--- config.mk ---
export PLATFORM = sky130hd
export DESIGN_NAME = codec_port
export DESIGN_NICKNAME = d
export VERILOG_FILES = /design/src/rtl/codec_port_pkg.sv /design/src/rtl/codec_shifter.sv /design/src/rtl/codec_sequencer.sv /design/src/rtl/codec_regfile.sv /design/src/rtl/codec_port.sv
export SDC_FILE = /design/constraint.sdc
export NUM_CORES = 1
export LEC_CHECK = 0
export BUFFER_PORTS_ARGS = -buffer_cell sky130_fd_sc_hd__buf_4
export CORE_UTILIZATION = 40
export CTS_BUF_LIST = sky130_fd_sc_hd__clkbuf_8
export DETAILED_ROUTE_END_ITERATION = 16
export PLACE_DENSITY = 0.71
export SYNTH_ARGS = -nofsm -noshare
export SYNTH_HDL_FRONTEND = slang
export SYNTH_HIERARCHICAL = 1
export SYNTH_SLANG_ARGS = --single-unit
--- constraint.sdc ---
create_clock -name clk -period 2.9 [get_ports clk]
set_input_delay 0.29 -clock clk [delete_from_list [all_inputs] [get_ports clk]]
set_output_delay 0.29 -clock clk [all_outputs]
set_load 0.005 [all_outputs]
--- src/rtl/codec_port_pkg.sv ---
package codec_port_pkg;
  localparam int WORD_W = 16;
  localparam int BYTE_W = 8;
  localparam int RD_BIT = 12;

  function automatic logic [WORD_W-1:0] prim_tx_word(logic [WORD_W-1:0] adc, logic ms);
    return {adc[WORD_W-1:1], ms};
  endfunction

  function automatic logic [WORD_W-1:0] sec_tx_head(logic ms);
    return {ms, {(WORD_W-1){1'b0}}};
  endfunction

  function automatic logic [WORD_W-1:0] dac_from_din(logic [WORD_W-1:0] w, logic fmt15);
    return fmt15 ? {w[WORD_W-1:1], 1'b0} : w;
  endfunction

  function automatic logic sec_requested(logic [WORD_W-1:0] w, logic fc, logic fmt15);
    return fc | (fmt15 & w[0]);
  endfunction
endpackage

--- src/rtl/codec_shifter.sv ---
module codec_shifter #(
  parameter int W = 16,
  parameter int BW = 8
) (
  input  logic          clk,
  input  logic          rst_n,
  input  logic          start,
  input  logic [W-1:0]  start_word,
  input  logic          reload,
  input  logic [BW-1:0] reload_byte,
  input  logic          din,
  output logic          dout,
  output logic          dout_en,
  output logic          mid,
  output logic [BW-1:0] head,
  output logic          last,
  output logic [W-1:0]  full
);
  localparam int CW = $clog2(W);
  localparam logic [CW-1:0] MIDC = CW'(W - BW);

  logic          active;
  logic [CW-1:0] cnt;
  logic [W-1:0]  sh;
  logic [W-1:0]  rx;

  assign last    = active && (cnt == '0);
  assign mid     = active && (cnt == MIDC);
  assign head    = {rx[BW-2:0], din};
  assign full    = {rx[W-2:0], din};
  assign dout_en = active;
  assign dout    = active & sh[W-1];

  always_ff @(posedge clk) begin
    if (!rst_n) begin
      active <= 1'b0;
      cnt    <= '0;
      sh     <= '0;
      rx     <= '0;
    end else if (start) begin
      active <= 1'b1;
      cnt    <= CW'(W - 1);
      sh     <= start_word;
    end else if (active) begin
      cnt <= cnt - 1'b1;
      rx  <= full;
      sh  <= (mid && reload) ? {reload_byte, {(W-BW){1'b0}}} : {sh[W-2:0], 1'b0};
      if (last) active <= 1'b0;
    end
  end
endmodule

--- src/rtl/codec_sequencer.sv ---
module codec_sequencer #(
  parameter int HALF = 128
) (
  input  logic clk,
  input  logic rst_n,
  input  logic fs_strobe,
  input  logic req_set,
  output logic sec_start,
  output logic sec_frame
);
  localparam int PW = $clog2(HALF + 1);
  localparam logic [PW-1:0] HALFC = PW'(HALF);

  logic [PW-1:0] ph;
  logic          pend;

  assign sec_start = pend && (ph == HALFC) && !fs_strobe;

  always_ff @(posedge clk) begin
    if (!rst_n) begin
      ph        <= '0;
      pend      <= 1'b0;
      sec_frame <= 1'b0;
    end else begin
      if (fs_strobe)        ph <= PW'(1);
      else if (ph == HALFC) ph <= '0;
      else if (ph != '0)    ph <= ph + 1'b1;

      if (fs_strobe)      pend <= 1'b0;
      else if (req_set)   pend <= 1'b1;
      else if (sec_start) pend <= 1'b0;

      if (fs_strobe)      sec_frame <= 1'b0;
      else if (sec_start) sec_frame <= 1'b1;
    end
  end
endmodule

--- src/rtl/codec_regfile.sv ---
module codec_regfile #(
  parameter int NREG = 8,
  parameter int AW = 4,
  parameter int DW = 8
) (
  input  logic               clk,
  input  logic               rst_n,
  input  logic               we,
  input  logic [AW-1:0]      waddr,
  input  logic [DW-1:0]      wdata,
  input  logic [AW-1:0]      raddr,
  output logic [DW-1:0]      rdata,
  output logic [NREG*DW-1:0] bank
);
  logic [DW-1:0] mem [NREG];

  for (genvar i = 0; i < NREG; i++) begin : g_reg
    always_ff @(posedge clk) begin
      if (!rst_n)                         mem[i] <= '0;
      else if (we && waddr == AW'(i))     mem[i] <= wdata;
    end
    assign bank[i*DW +: DW] = mem[i];
  end

  always_comb begin
    rdata = '0;
    for (int i = 0; i < NREG; i++)
      if (raddr == AW'(i)) rdata = mem[i];
  end
endmodule

--- src/rtl/codec_port.sv ---
module codec_port
  import codec_port_pkg::*;
#(
  parameter int NREG = 8,
  parameter int AW = 4,
  parameter int HALF = 128
) (
  input  logic                  clk,
  input  logic                  rst_n,
  input  logic                  fs_strobe,
  input  logic                  din,
  input  logic                  fc,
  input  logic                  ms_mode,
  input  logic [WORD_W-1:0]     adc_sample,
  output logic                  dout,
  output logic                  dout_en,
  output logic                  sec_fs,
  output logic [WORD_W-1:0]     dac_sample,
  output logic                  dac_strobe,
  output logic [NREG*BYTE_W-1:0] reg_bank
);
  logic              sec_start, sec_frame, start;
  logic              mid, last, prim_last, req_set, we;
  logic [BYTE_W-1:0] head, rdata;
  logic [WORD_W-1:0] full, start_word;
  logic              fmt15;

  assign fmt15      = reg_bank[BYTE_W];
  assign start      = fs_strobe | sec_start;
  assign start_word = sec_start ? sec_tx_head(ms_mode) : prim_tx_word(adc_sample, ms_mode);
  assign prim_last  = last && !sec_frame;
  assign req_set    = prim_last && sec_requested(full, fc, fmt15);
  assign we         = last && sec_frame && !full[RD_BIT];

  codec_shifter #(.W(WORD_W), .BW(BYTE_W)) u_shift (
    .clk(clk), .rst_n(rst_n), .start(start), .start_word(start_word),
    .reload(sec_frame && head[RD_BIT-BYTE_W]), .reload_byte(rdata),
    .din(din), .dout(dout), .dout_en(dout_en), .mid(mid), .head(head),
    .last(last), .full(full)
  );

  codec_sequencer #(.HALF(HALF)) u_seq (
    .clk(clk), .rst_n(rst_n), .fs_strobe(fs_strobe), .req_set(req_set),
    .sec_start(sec_start), .sec_frame(sec_frame)
  );

  codec_regfile #(.NREG(NREG), .AW(AW), .DW(BYTE_W)) u_regs (
    .clk(clk), .rst_n(rst_n), .we(we), .waddr(full[BYTE_W+AW-1:BYTE_W]),
    .wdata(full[BYTE_W-1:0]), .raddr(head[AW-1:0]), .rdata(rdata), .bank(reg_bank)
  );

  always_ff @(posedge clk) begin
    if (!rst_n) begin
      dac_sample <= '0;
      dac_strobe <= 1'b0;
      sec_fs     <= 1'b0;
    end else begin
      dac_strobe <= prim_last;
      sec_fs     <= sec_start;
      if (prim_last) dac_sample <= dac_from_din(full, fmt15);
    end
  end
endmodule

# --- Word level (Yosys, flattened, before mapping) ---
# Memory sizes are Yosys's and may differ from the RTL's.
# Cells that the tools add are included.
word_totals:
  output_inout_bits: 84
  wordCells: 131
  latchBits: 0
  mem_bits_ro: 0
  mem_bits_rw: 64
  ff_bits: 64
  n_memories: 1
  in_bits: 22
op_classes:
  eq_ne: 16
  shifts: 0
  n_reduce_logical: 31
  n_mul: 0
  n_addsub: 2
  n_mux: 56
  n_bitwise: 14
  magnitude_cmp: 0
  n_div: 0
mem_list:
  columns: ["memory", "depth", "word_bits", "rd", "rd_clocked_by_memory_dff", "write_ports", "line_no", "source"]
  rows:
  - ["u_regs.mem", 8, 8, 8, 0, 8, "codec_regfile.sv:15", "logic [DW-1:0] mem [NREG];"]
op_table:
  columns: ["operator", "n"]
  rows:
  - ["2-to-1 mux 8 bit", 16]
  - ["2-to-1 mux 16 bit", 4]
  - ["2-to-1 mux 1 bit", 34]
  - ["equality test 4 x 3 -> 1 bit (second input constant)", 8]
  - ["logical AND 1 bit", 18]
  - ["equality test 4 x 2 -> 1 bit (second input constant)", 4]
  - ["logical NOT 4 bit", 3]
  - ["bitwise OR 1 bit", 10]
  - ["adder 8 x 1 -> 8 bit (second input constant)", 1]
  - ["equality test 4 x 1 -> 1 bit (second input constant)", 2]
  - ["equality test 8 bit (second input constant)", 1]
  - ["2-to-1 mux 4 bit", 2]
  - ["nonzero test 8 bit", 1]
  - ["equality test 4 bit (second input constant)", 1]
  - ["nonzero test 2 bit", 2]
  - ["subtractor 4 x 1 -> 4 bit (second input constant)", 1]
  - ["logical NOT 1 bit", 3]
  - ["nonzero test 3 bit", 1]
  - ["OR reduction 3 bit", 1]
  - ["AND 1 bit", 2]
  - ["NOT 1 bit", 2]
  - ["AND reduction 2 bit", 1]
  - ["OR reduction 2 bit", 1]

# --- Longest topological paths before layout ---
depth:
  word_depth: 12
  ltp_mapped: 12
  ltp_nobuf: 9

# --- Hierarchy ---
# The synthesis kept the hierarchy.
by_module_without_submodules:
  columns: ["module", "cells_per_inst", "area_per_inst_um2", "n_inst", "seq_area_each_um2"]
  rows:
  - ["codec_regfile", 261, 3268.1, 1, 1921.8]
  - ["codec_shifter", 209, 1785.5, 1, 720.7]
  - ["codec_port", 98, 902.1, 1, 360.3]
  - ["codec_sequencer", 55, 476.7, 1, 200.2]

# --- Worst setup path after synthesis ---
# OpenSTA, ideal clock, no wires.
synth_timing:
  kind: "register -> register"
  start: "register u_shift.cnt[0]"
  end: "memory u_regs.mem[0][0] (enable)"
  required_time_ns: 2.513
  setup_slack_ns: 0.414
  stages_incl_launch_ff: 10
  setup_time_ns: 0.387
  n_path_buf: 1
  period_less_slack_ns: 2.486
  t_arrival_ns: 2.099
  path_cell_list: "dfxtp_1 > inv_1 > ha_1 > nand2_1 > buf_6 > nor3_1 > nand2_1 > nor2_1 > nand2_1 > o31ai_1"
synth_lines:
  columns: ["element", "line_no", "source"]
  rows:
  - ["start, declared", "codec_shifter.sv:23", "logic [CW-1:0] cnt;"]
  - ["start signal, assigned", "codec_shifter.sv:42", "cnt <= CW'(W - 1);"]
  - ["start signal, assigned", "codec_shifter.sv:45", "cnt <= cnt - 1'b1;"]
  - ["end, declared", "codec_regfile.sv:15", null]

==> results.sh <==
export IMPL_fmax_mhz=385
export IMPL_r2r_end="u_regs/mem[0][1]$_SDFFCE_PN0P_"
export IMPL_numPortBuffers=104
export IMPL_cap_violations=0
export IMPL_wl_mm=16.5
export IMPL_clkLatencyLatePin_ns=0.45
export IMPL_holdWs_ns=0.0998
export IMPL_r2r_cells=9
export IMPL_cts_reportedPaths_clkPinSlew_ns=0.08
export IMPL_cts_sinks=128
export IMPL_die_area_um2=16500
export IMPL_power_density_nw_per_um2=495
export IMPL_cp_required_ns=3.23
export IMPL_path_class="reg2reg"
export IMPL_first_iter_violations=591
export IMPL_root_buffer="clkbuf_8"
export IMPL_rsz0062_at_grt="false"
export IMPL_cellLeakagePower_nw=2.82
export IMPL_worst_path_max_fanout=10
export IMPL_cts_resized=0
export IMPL_die_y_um=129
export IMPL_die_w_um=129
export IMPL_cts_tree="done"
export IMPL_cts_htree_levels=4
export IMPL_period_share_pct=89.5
export IMPL_outcome="completed"
export IMPL_hold_viol_final=0
export IMPL_io_pin_count=106
export IMPL_cpPeakStageDelay_ns=0.50
export IMPL_worstMarginPinSlew_ns=0.828
export IMPL_rows=45
export IMPL_worstHoldEndpoint="u_seq/ph[0]$_SDFFE_PN0P_"
export IMPL_grt_max_degree=57
export IMPL_cp_common_cell="nand2_1"
export IMPL_max_vdd_ir_drop_uv=258
export IMPL_final_max_slew_viol_count=0
export IMPL_placed_area_um2=7250
export IMPL_routedWlPerCell_um=17.5
export IMPL_initial_utilization_pct=41.5
export IMPL_yosys_warnings=6
export IMPL_vias_per_cell=5.41
export IMPL_vias=5091
export IMPL_clk_path_buf_depth=2
export IMPL_drive_gt1_share_pct=28.6
export IMPL_tns_ns=0
export IMPL_grt_pass1_vias=4787
export IMPL_finalNetCount=743
export IMPL_route_detailed_drc=0
export IMPL_avgSynthCellArea_um2=10.3
export IMPL_min_path_cells=2
export IMPL_postCtsSetupBuffers=0
export IMPL_postLayoutCellArea_um2=7600
export IMPL_total_power_mw=3.76
export IMPL_slew_headroom_pct=44.8
export IMPL_cts_hold_buf=0
export IMPL_syn_inst=619
export IMPL_startpoint_type="register"
export IMPL_overflow=0
export IMPL_areaGrowthSynthToFinish_pct=18.6
export IMPL_reg2reg_from="u_shift/cnt[0]$_SDFFE_PN0P_"
export IMPL_place_gp_congestion=0.888
export IMPL_critical_path_cell_chain="inv_1 > ha_1 > nand2_1 > nor3_1 > nand2_1 > nor2_1 > nand2_1 > nor3_2 > and2_1"
export IMPL_period_minus_slack_ns=2.60
export IMPL_final_antenna_net_count=0
export IMPL_dp_hpwl_mm=11.4
export IMPL_dr_pass1_iters=5
export IMPL_arrival_ns=2.92
export IMPL_core_um2=15400
export IMPL_setup_violations=0
export IMPL_crit_path_end_kind="register"
export IMPL_hp_start="fs_strobe"
export IMPL_critical_path_slowest_cell="nor3_2"
export IMPL_syn_nets=645
export IMPL_cts_buffers_inserted=17
export IMPL_skew_ns=0.0111
export IMPL_hp_class="in2reg"
export IMPL_synth_area_um2=6400
export IMPL_rrSetupSlack_ns=0.30
export IMPL_grt_pass1_wl_mm=25.4
export IMPL_antenna_cells=0
export IMPL_fill_cells=1452
export IMPL_grt_use_total_pct=20.3
export IMPL_antenna_found_initial=0
==> report_power, final <==
| part | leakage, nW | internal [mW] | switching [mW] |
|---|---|---|---|
| clock | 0.177 | 0.678 | 0.689 |
| combinational | 1.50 | 0.179 | 0.202 |
| sequential | 1.14 | 1.96 | 0.0537 |
==> flip-flops by register name, indices dropped and copies added (netlist names) <==
register,count
u_regs/mem,64
dac_sample,16
u_shift/sh,16
u_shift/rx,15
u_seq/ph,8
u_shift/cnt,4
dac_strobe,1
sec_fs,1
u_seq/pend,1
u_seq/sec_frame,1
u_shift/dout_en,1
==> worst max-delay path by stage <==
stage | startpoint | endpoint | slack, ns | cells past startpoint
after floorplan | u_shift/cnt[0]$_SDFFE_PN0P_ | u_regs/mem[0][0]$_SDFFCE_PN0P_ | 0.42 | 9
after global placement | u_shift/cnt[0]$_SDFFE_PN0P_ | u_regs/mem[0][0]$_SDFFCE_PN0P_ | 0.46 | 9
after detailed placement | u_shift/cnt[0]$_SDFFE_PN0P_ | u_regs/mem[0][1]$_SDFFCE_PN0P_ | 0.34 | 9
after CTS | u_shift/cnt[0]$_SDFFE_PN0P_ | u_regs/mem[0][1]$_SDFFCE_PN0P_ | 0.32 | 9
after global routing | u_shift/cnt[0]$_SDFFE_PN0P_ | u_regs/mem[1][1]$_SDFFCE_PN0P_ | 0.03 | 9
final | u_shift/cnt[0]$_SDFFE_PN0P_ | u_regs/mem[0][1]$_SDFFCE_PN0P_ | 0.30 | 9
==> worst max-delay path: cells and delay by family (launching register included) <==
| family | cells | cell delay (ns) |
|---|---|---|
| flip-flops | 1 | 0.34 |
| adder cells (fa/ha/maj) | 1 | 0.16 |
| buffers and inverters | 1 | 0.08 |
| AND/OR/NAND/NOR | 7 | 1.90 |
==> metal layers <==
| metal | global-route usage (%) | up-vias | wire, um | part of all wire (%) |
|---|---|---|---|---|
| met5 | 0 | - | 0 | 0 |
| met1 | 27.1 | 2438 | 7320 | 44 |
| met4 | 8.10 | 0 | 292 | 1.8 |
| li1 | - | 2401 | - | - |
| met3 | 4.24 | 28 | 1130 | 6.8 |
| met2 | 32.3 | 224 | 7760 | 47 |
==> cell type report <==
class,instances,area (um^2),area share [%]
Timing Repair Buffer,122,916,12.1
Clock buffer,18,248,3.26
Clock inverter,14,101,1.33
Sequential cell,128,3200,42.2
Multi-Input combinational cell,433,2810,36.9
Tap cell,211,264,3.48
Inverter,15,58.8,0.774
==> cells in the final DEF, fill, tap and decap left out, types with 4 or more instances in the layout <==
cell type and n:
nor3b_1 16, and2_1 67, nor2_1 19, mux2_2 7, inv_2 4, edfxtp_1 64
nand3_1 15, xor2_1 4, nor2b_1 8, a21boi_0 6, ha_1 4, clkinvlp_4 4
clkbuf_8 18, o2111ai_1 8, nand2b_1 8, dfxtp_1 64, nand2_2 8, nand2_1 71
buf_4 122, o31a_1 7, a21boi_2 10, inv_1 11, clkinv_1 5, o31ai_1 6
o21ai_0 11, a21oi_1 61, a22o_1 6, o21ai_1 5, a2bb2oi_1 4, nor3_2 4
o221ai_1 7, mux2i_1 10, and2b_2 11, o22ai_1 11
==> stage by stage <==
step / cells / worst slack (ns) / util (%)
2_1_floorplan: 619 / 0.416 / -
3_3_place_gp: 909 / 0.455 / 47.0
3_5_place_dp: 909 / 0.340 / 47.0
4_1_cts: 941 / 0.317 / 49.2
5_1_grt: 941 / 0.0312 / 49.2
6_report: 941 / 0.305 / 49.2
No activity file was read; power rests on OpenSTA's default activity.
